<file path="src/rtl/bhr_pkg.sv">
package bhr_pkg;
  typedef enum logic {
    FLT_USER = 1'b0,
    FLT_HYP  = 1'b1
  } flt_lvl_e;

  function automatic int ptr_w(input int n);
    return (n > 1) ? $clog2(n) : 1;
  endfunction
endpackage

</file>
<file path="src/rtl/bhr_gate.sv">
module bhr_gate
  import bhr_pkg::*;
#(
  parameter int          CAUSE_W     = 4,
  parameter logic [3:0]  FAULT_CAUSE = 4'hB
) (
  input  logic               clk_i,
  input  logic               rst_ni,
  input  logic               op_req_i,
  input  logic               hyp_en_i,
  input  logic               user_mode_i,
  input  logic               user_avail_i,
  output logic               grant_o,
  output logic               fault_o,
  output logic [CAUSE_W-1:0] cause_o,
  output logic               fault_hyp_o
);
  logic     hyp_fail, usr_fail, fault_d;
  flt_lvl_e lvl_d, lvl_q;

  // hypervisor level is checked first and takes precedence
  assign hyp_fail = !hyp_en_i;
  assign usr_fail = user_mode_i && !user_avail_i;
  assign grant_o  = !hyp_fail && !usr_fail;
  assign fault_d  = op_req_i && !grant_o;
  assign lvl_d    = hyp_fail ? FLT_HYP : FLT_USER;

  always_ff @(posedge clk_i or negedge rst_ni) begin
    if (!rst_ni) begin
      fault_o <= 1'b0;
      lvl_q   <= FLT_USER;
    end else begin
      fault_o <= fault_d;
      lvl_q   <= fault_d ? lvl_d : FLT_USER;
    end
  end

  assign cause_o     = fault_o ? CAUSE_W'(FAULT_CAUSE) : '0;
  assign fault_hyp_o = (lvl_q == FLT_HYP);
endmodule

</file>
<file path="src/rtl/bhr_store.sv">
module bhr_store
  import bhr_pkg::*;
#(
  parameter int NUM_ENTRIES  = 16,
  parameter int DATA_W       = 64,
  parameter bit KEEP_HISTORY = 1'b1,
  localparam int IDX_W       = ptr_w(NUM_ENTRIES)
) (
  input  logic              clk_i,
  input  logic              rst_ni,
  input  logic              rec_valid_i,
  input  logic [DATA_W-1:0] rec_data_i,
  input  logic              clr_i,
  input  logic [IDX_W-1:0]  rd_idx_i,
  output logic [IDX_W-1:0]  ptr_o,
  output logic [DATA_W-1:0] word_o
);
  if (KEEP_HISTORY) begin : g_hist
    logic [DATA_W-1:0] mem_q [NUM_ENTRIES];
    logic [IDX_W-1:0]  ptr_q;

    always_ff @(posedge clk_i or negedge rst_ni) begin
      if (!rst_ni) begin
        ptr_q <= '0;
        for (int i = 0; i < NUM_ENTRIES; i++) mem_q[i] <= '0;
      end else if (clr_i) begin
        ptr_q <= '0;
        for (int i = 0; i < NUM_ENTRIES; i++) mem_q[i] <= '0;
      end else if (rec_valid_i) begin
        mem_q[ptr_q] <= rec_data_i;
        ptr_q        <= (ptr_q == IDX_W'(NUM_ENTRIES - 1)) ? '0 : ptr_q + 1'b1;
      end
    end

    assign ptr_o  = ptr_q;
    assign word_o = mem_q[rd_idx_i];
  end else begin : g_nohist
    logic unused_ok;
    assign unused_ok = ^{clk_i, rst_ni, rec_valid_i, rec_data_i, clr_i, rd_idx_i};
    assign ptr_o  = '0;
    assign word_o = '0;
  end
endmodule

</file>
<file path="src/rtl/bhr_read.sv">
module bhr_read
  import bhr_pkg::*;
#(
  parameter int NUM_ENTRIES = 16,
  parameter int DATA_W      = 64,
  parameter int SEL_W       = 10,
  localparam int IDX_W      = ptr_w(NUM_ENTRIES)
) (
  input  logic              clk_i,
  input  logic              rst_ni,
  input  logic              go_i,
  input  logic [SEL_W-1:0]  sel_i,
  input  logic [IDX_W-1:0]  ptr_i,
  input  logic              feature_en_i,
  input  logic              alert_en_i,
  input  logic [DATA_W-1:0] word_i,
  output logic [IDX_W-1:0]  idx_o,
  output logic              valid_o,
  output logic [DATA_W-1:0] data_o
);
  logic in_range, zero;
  int   p_v, b_v, i_v;

  assign in_range = (32'(sel_i) < NUM_ENTRIES);
  assign zero     = !in_range || !feature_en_i || alert_en_i;

  // (ptr - (sel+1)) mod N without relying on power-of-two wrap
  always_comb begin
    p_v = int'(ptr_i);
    b_v = int'(sel_i) + 1;
    i_v = 0;
    if (in_range) i_v = (p_v >= b_v) ? (p_v - b_v) : (p_v + NUM_ENTRIES - b_v);
  end
  assign idx_o = IDX_W'(i_v);

  always_ff @(posedge clk_i or negedge rst_ni) begin
    if (!rst_ni) begin
      valid_o <= 1'b0;
      data_o  <= '0;
    end else begin
      valid_o <= go_i;
      data_o  <= (go_i && !zero) ? word_i : '0;
    end
  end
endmodule

</file>
<file path="src/rtl/branch_hist_buf.sv">
module branch_hist_buf
  import bhr_pkg::*;
#(
  parameter int         NUM_ENTRIES  = 16,
  parameter int         DATA_W       = 64,
  parameter int         SEL_W        = 10,
  parameter int         CAUSE_W      = 4,
  parameter logic [3:0] FAULT_CAUSE  = 4'hB,
  parameter bit         KEEP_HISTORY = 1'b1
) (
  input  logic               clk_i,
  input  logic               rst_ni,
  input  logic               rec_valid_i,
  input  logic [DATA_W-1:0]  rec_data_i,
  input  logic               clr_req_i,
  input  logic               rd_req_i,
  input  logic [SEL_W-1:0]   rd_sel_i,
  input  logic               user_mode_i,
  input  logic               user_avail_i,
  input  logic               hyp_en_i,
  input  logic               feature_en_i,
  input  logic               alert_en_i,
  output logic               rd_valid_o,
  output logic [DATA_W-1:0]  rd_data_o,
  output logic               fault_o,
  output logic [CAUSE_W-1:0] fault_cause_o,
  output logic               fault_hyp_o
);
  localparam int IDX_W = ptr_w(NUM_ENTRIES);

  logic              grant, clr_do, rd_go;
  logic [IDX_W-1:0]  ptr, rd_idx;
  logic [DATA_W-1:0] word;

  bhr_gate #(.CAUSE_W(CAUSE_W), .FAULT_CAUSE(FAULT_CAUSE)) u_gate (
    .clk_i, .rst_ni,
    .op_req_i    (clr_req_i || rd_req_i),
    .hyp_en_i, .user_mode_i, .user_avail_i,
    .grant_o     (grant),
    .fault_o,
    .cause_o     (fault_cause_o),
    .fault_hyp_o
  );

  assign clr_do = clr_req_i && grant && feature_en_i;
  assign rd_go  = rd_req_i && grant;

  bhr_store #(.NUM_ENTRIES(NUM_ENTRIES), .DATA_W(DATA_W), .KEEP_HISTORY(KEEP_HISTORY)) u_store (
    .clk_i, .rst_ni, .rec_valid_i, .rec_data_i,
    .clr_i    (clr_do),
    .rd_idx_i (rd_idx),
    .ptr_o    (ptr),
    .word_o   (word)
  );

  bhr_read #(.NUM_ENTRIES(NUM_ENTRIES), .DATA_W(DATA_W), .SEL_W(SEL_W)) u_read (
    .clk_i, .rst_ni,
    .go_i    (rd_go),
    .sel_i   (rd_sel_i),
    .ptr_i   (ptr),
    .feature_en_i, .alert_en_i,
    .word_i  (word),
    .idx_o   (rd_idx),
    .valid_o (rd_valid_o),
    .data_o  (rd_data_o)
  );
endmodule

</file>
<file path="config.mk">
export PLATFORM = sky130hd
export DESIGN_NAME = branch_hist_buf
export DESIGN_NICKNAME = d
export VERILOG_FILES = /design/src/rtl/bhr_pkg.sv /design/src/rtl/bhr_gate.sv /design/src/rtl/bhr_store.sv /design/src/rtl/bhr_read.sv /design/src/rtl/branch_hist_buf.sv
export SDC_FILE = /design/constraint.sdc
export NUM_CORES = 2
export LEC_CHECK = 0
export ABC_CLOCK_PERIOD_IN_PS = 3800
export BUFFER_PORTS_ARGS = -buffer_cell sky130_fd_sc_hd__clkbuf_2
export CAP_MARGIN = 0
export CORE_MARGIN = 2
export CORE_UTILIZATION = 63
export CTS_CLUSTER_DIAMETER = 150
export DETAILED_ROUTE_END_ITERATION = 10
export PLACE_DENSITY = 0.81
export SETUP_SLACK_MARGIN = 0.2
export SLEW_MARGIN = 5
export SYNTH_ARGS = -nofsm -noshare
export SYNTH_HDL_FRONTEND = slang
export SYNTH_SLANG_ARGS = --single-unit
</file>
<file path="constraint.sdc">
create_clock -name clk_i -period 3.8 [get_ports clk_i]
set_input_delay 0.19 -clock clk_i [delete_from_list [all_inputs] [get_ports clk_i]]
set_output_delay 0.19 -clock clk_i [all_outputs]
set_load 0.02 [all_outputs]
</file>
# Yosys cells after proc, flatten, opt, wreduce, memory -nomap -nowiden
# Index checks and enable logic that the tools add are counted.
[word_totals]
out_inout_bits = 71
register_bits = 1095
input_bits = 84
elab_cells = 69
[classes]
n_addsub = 5
bitwise = 2
reduce_logical = 18
n_eq_ne = 1
magnitude_cmp = 5
mux = 17
[ops]
columns = ["op", "count"]
rows = [
  ["$mux 1024", 2],
  ["$bwmux 1024", 1],
  ["$bmux 64 s4", 1],
  ["$demux 64 s4", 1],
  ["$mux 64", 4],
  ["$mux 4", 6],
  ["$add 10x1->11 const B", 1],
  ["$ge 4x11->1", 1],
  ["$ge 5x5->1 const B", 2],
  ["$lt 10x5->1 const B", 1],
  ["$not 4->5", 2],
  ["$add 4x1->4 const B", 2],
  ["$logic_and 1x1->1", 8],
  ["$sub 4x4->4", 2],
  ["$logic_not 1->1", 6],
  ["$lt 5x1->1 const B", 1],
  ["$eq 4x4->1 const B", 1],
  ["$logic_or 1x1->1", 3],
  ["$mux 1", 2],
  ["$reduce_bool 2->1", 1],
]

# Longest topological paths before layout
[logic_depth]
word_depth = 9
depth_mapped = 12
mapped_depth_nobuf = 8

# Modules after synthesis
# A second synthesis with hierarchy kept.
[unflattened]
cells_unflattened = 5351
area_unflattened_um2 = 50975.1
[by_module_without_submodules]
columns = ["module", "cells_each", "seq_area_each_um2", "area_each_um2", "n_inst"]
rows = [
  ["bhr_store", 5159, 25724.7, 48411.4, 1],
  ["bhr_read", 178, 1626.6, 2433.6, 1],
  ["bhr_gate", 11, 50.0, 110.1, 1],
  ["branch_hist_buf", 3, 0.0, 20.0, 1],
]

# Worst setup path before layout
# No wires, ideal clock.
[synth_path]
kind = "reg-to-reg"
from = "reg u_store.g_hist.ptr_q[0] (netlist: u_store.ptr_o[0])"
to = "reg u_read.data_o[37]"
arrival_time_ns = 2.721
period_less_slack_ns = 2.863
setup_time_ns = 0.142
required_ns = 3.658
stages_incl_launch_ff = 11
path_buffers = 3
path_slack_ns = 0.937
cell_sequence = "dfrtp_1 inv_1 ha_1 fa_1 buf_2 inv_1 buf_2 buf_2 mux4_2 o22ai_1 a211oi_1"
[synth_between]
elab_chain_cells = 9
elab_cells_between_ends = 11
classes_between = "3 x add/sub; 1 x order compare; 6 x mux; 1 x bitwise"
[synth_rtl]
columns = ["item", "line_no", "source"]
rows = [
  ["start: declaration", "bhr_store.sv:20", "logic [IDX_W-1:0] ptr_q;"],
  ["start signal: assignment", "bhr_store.sv:31", "ptr_q <= (ptr_q == IDX_W'(NUM_ENTRIES - 1)) ? '0 : ptr_q + 1'b1;"],
  ["$add 4x1->4", "bhr_read.sv:32", "if (in_range) i_v = (p_v >= b_v) ? (p_v - b_v) : (p_v + NUM_ENTRIES - b_v);"],
  ["$sub 4x4->4", "bhr_read.sv:32", ""],
  ["$mux 4 (*) (2 in a row)", "bhr_read.sv:32", ""],
  ["$not 4->5 (implied by the code) (*)", "bhr_store.sv:36", "assign word_o = mem_q[rd_idx_i];"],
  ["$bmux 64 s4 (*)", "bhr_store.sv:36", ""],
  ["$mux 64 (implied by the code) (*) (2 in a row)", "bhr_store.sv:36", ""],
  ["$mux 64 (*)", "bhr_read.sv:42", "data_o <= (go_i && !zero) ? word_i : '0;"],
  ["end signal: assignment", "bhr_read.sv:42", ""],
  ["end: declaration", "bhr_read.sv:19", "output logic [DATA_W-1:0] data_o"],
]
# Every way passes the cells marked *; elsewhere a longest branch is shown, timed or not. The select of a mux whose other input is x is not followed.
# A chain may end at the register's enable or synchronous reset.

# Final worst setup path
[layout_path]
from = "reg u_store.g_hist.ptr_q[0] (netlist: u_store.ptr_o[0])"
to = "reg u_read.data_o[9]"
# The elaborated chain is that of the path after synthesis.

==> results.md <==
* Status: completed
* Die width at between 200 and 300 µm
* Leakage power at 25.47 nW
* Internal power at 27.35 mW
* Die area at between 80000 and 90000 µm²
* Final Hold Vio Count at 0
* EDFF count, synth at 0
* H-tree levels at 3
* Top cells by area, synth: dfrtp_1 52%, nand2_1 15%, a21oi_1 10%
* Met1 usage at approximately 55%
* DP HPWL at approximately 98 mm
* Combinational power share at 33.6%
* Crit path depth at 7
* Met3 Use GR at between 10 and 15%
* Seq cells post-synth at 1095
* DRC Markers at 0
* Cell area after synthesis at approximately 52000 µm²
* Clock group share of total power at around a quarter
* Register share of total power at about 40%
* Top post-synthesis cells by count: 2140 x nand2_1, 1095 x a21oi_1, 1095 x dfrtp_1
* Synth area leader: dfrtp_1
* Post-synthesis async set-or-reset flop share at between 90% and 100%
* CTS Hold Bufs at 70
* Setup TNS at 0 ns
* Worst r2r dst: u_read.data_o[9]
* R2R depth at 7
* CTS tree: yes
* Core Area at a little over 80000 µm²
* Synth cell types at 53
* Actual slew at the worst max-slew pin at between 1 and 1.5 ns
* Layout cells sized above 1 at around a tenth
* Period utilization at 89.37%
* Crit-path cells: inv_1, ha_4, fa_4, inv_2, nand3_4, a211oi_1, o311a_1
* Reg2reg start: u_store.ptr_o[0]
* CP Launch Point: u_store.ptr_o[0]
* Final number of setup-violating endpoints at 0
* Largest net degree at the start of global routing at between 100 and 150
* Area share of the largest cell type after synthesis at a little over half
* Filler cell count in the final layout at approximately 5900
* First-pass GRT wire length at between 200 and 300 mm
* CP top delay family: compound AO/OA/AOI/OAI gates
* Antenna-violating nets left at 0
* Max-slew violation count at 0
* CTS Root Cell: clkbuf_16
* Count leader, synth: nand2_1
* Final wirelength at approximately 190 mm
* Syn Area/Cell at roughly 8.6 µm²
* Post-CTS sizing at 0
* Switching component of the power at about 16 mW
* RSZ-0062 raised after global routing: false
* Vias at ~49000
* Clock skew at between 0.02 and 0.025 ns
* Layout Utilization at between 70% and 80%
* Io pins at ~160
* Pwr/cell area at about 730 nW/µm²
* Main synth FF type: dfrtp_1
* Area of the multi-input gates at 22780 µm²
* Reg area at approximately 27000 µm²
* Crit path to: u_read.data_o[9]
* Clk Latency, worst-skew pair at around 0.71 ns
* Layout area overhead at 12.25%
* Port Buffer Count at 153
* Data arrival, critical path at between 4 and 5 ns
* CTS buffer count at about 110
* Global Route met2 Usage at roughly 65%
* Layout Nets at about 6000
* GR Util All Layers at 43.62%
* Reg2reg setup slack at between 0.4 and 0.5 ns
* Initial antenna violation count at 18
* Mapped Cells at 6086
* Setup CP Type: reg -> reg
* Sequential area share after synthesis at 52.30%
* Max-cap check violation count at 0
* Vias per cell at just under 7
* Clk sinks at about 1100
* Fmax at ~290 MHz
* First-iteration detailed-routing DRC count at 7875
* Syn_nets at a little over 6000
* Busiest layer in global routing: met2
* Die H at slightly below 300 µm
* Final min period at approximately 3.4 ns
* Clock transition at the registers of the reported paths at about 0.070 ns
* Worst hold path class: in -> reg
* Critical Path RT at ~4.4 ns
* Crit path buf inv count at 2
* Setup bufs post-CTS at 0
* Max VDD drop at between 0.0006 and 0.0007 V
* Worst-case clock buffer depth at 3
* Initial Utilization at between 60% and 70%
* Max stage delay on crit path at about 0.74 ns
* First-pass iteration count of the detailed router at 6
* Rel. slew slack at around 30%
* Std cell rows at approximately 110
* Vias in the first global route at 48450
* Placed Area at 54260 µm²
* Critical path fanouts, max at 21
* CP endpoint kind: register
* Avg WL per Cell at roughly 27 µm
* Worst Setup Start Kind: register
* Synth warnings at 0
* Slowest CP cell: fa_4
* Final GP Congestion at ~0.87
* Gr ovfl total at 0
* Switching part of the total power at between 30 and 40%
* Final instance area at a little under 60000 µm²
-- cell families (layout without fill, tap and decap cells) --
kind of cell	Yosys count	count (layout)	synth area share, %
AND/OR/NAND/NOR	2397	2397	17.91
AO/OA/AOI/OAI	1691	1691	19.24
flip-flops	1095	1095	52.30
buffers and inverters	671	579	4.938
multiplexers	216	216	5.277
adder cells (fa/ha/maj)	9	9	0.2293
XOR/XNOR	6	6	0.1003
other	1	18	0.007157
-- metrics by stage --
stage | worst slack [ns] | hold slack [ns] | instances | power, mW
after global placement | 0.6421 | 0.3536 | 6793 | 30.47
after CTS | 0.5099 | 0.01417 | 7064 | 42.55
after global routing | 0.3465 | 0.03952 | 7073 | 44.99
final | 0.4041 | 0.04487 | 7081 | 43.10
after floorplan | 0.9366 | -0.1056 | 6086 | 26.52
after detailed placement | 0.5355 | 0.3360 | 6793 | 31.09
-- sequential cells by signal (all words and copies together), names as in the netlist --
register              count
u_gate.fault_hyp_o        1
u_gate.fault_o            1
u_store.g_hist.mem_q   1024
u_read.valid_o            1
u_read.data_o            64
u_store.ptr_o             4
-- how the worst min path moves through the flow --
stage	startpoint	end	depth (start not counted)	slack, ns
2_1_floorplan	rst_ni	u_gate.fault_hyp_o	0	-0.11
3_3_place_gp	rst_ni	u_store.g_hist.mem_q[636]	1	0.35
3_5_place_dp	rst_ni	u_store.g_hist.mem_q[636]	1	0.34
4_1_cts	rec_data_i[41]	u_store.g_hist.mem_q[681]	3	0.01
5_1_grt	rec_data_i[41]	u_store.g_hist.mem_q[809]	3	0.04
6_report	rec_data_i[41]	u_store.g_hist.mem_q[745]	3	0.04
-- power by group through the flow --
stage | Clock (mW) | Combinational (mW) | Sequential, mW
5_1_grt | 11.9 | 15.6 | 17.5
4_1_cts | 11.4 | 14.1 | 17.0
3_3_place_gp | 0 | 13.5 | 17.0
6_report | 11.4 | 14.5 | 17.2
2_1_floorplan | 0 | 9.89 | 16.6
3_5_place_dp | 0 | 13.9 | 17.2
-- final cells by class --
cell class / count / area share (%)
repair buffers: 371 / 5.803
well taps: 1070 / 2.276
inverters: 7 / 0.05318
multi-input cells: 4320 / 38.72
clock inverters: 44 / 0.9913
flip-flops and latches: 1095 / 46.59
diodes: 17 / 0.07233
clock buffers: 157 / 5.491
-- cells in the final DEF (no fill, tap or decap), types with 30 or more instances in the layout --
cell type | synthesis | final
mux2i_1 | 130 | 129
o31ai_1 | 41 | 41
nand2_1 | 2140 | 2139
a21oi_1 | 1095 | 1094
o21ai_0 | 106 | 106
clkbuf_16 | 0 | 110
mux2_2 | 42 | 42
clkbuf_8 | 0 | 30
a221o_1 | 63 | 63
buf_12 | 0 | 66
a31oi_1 | 42 | 42
a221oi_1 | 63 | 63
mux4_2 | 44 | 44
o41ai_1 | 41 | 41
nand3_1 | 56 | 43
a211oi_1 | 106 | 106
dfrtp_1 | 1095 | 1095
nor2_1 | 61 | 50
nor3_1 | 46 | 41
dlygate4sd3_1 | 0 | 70
nand2b_1 | 44 | 44
clkbuf_2 | 0 | 152
buf_4 | 4 | 82
o22a_1 | 41 | 41
o311a_1 | 41 | 41
-- worst reg2reg max path: cells and delay by family (launching register included) --
kind	cells	cell delay [ns]
AOI/OAI and AO/OA	2	0.97
buffers and inverters	2	0.48
DFF	1	0.44
and+or+nand+nor	1	0.52
adders and majority gates	2	0.93
-- layer usage --
layer	share of wire (%)	vias to the layer above
li1	-	20354
met1	34	23608
met2	44	4021
met3	14	1104
met4	7.8	16
met5	0.065	-
No activity file was read; power rests on OpenSTA's default activity.
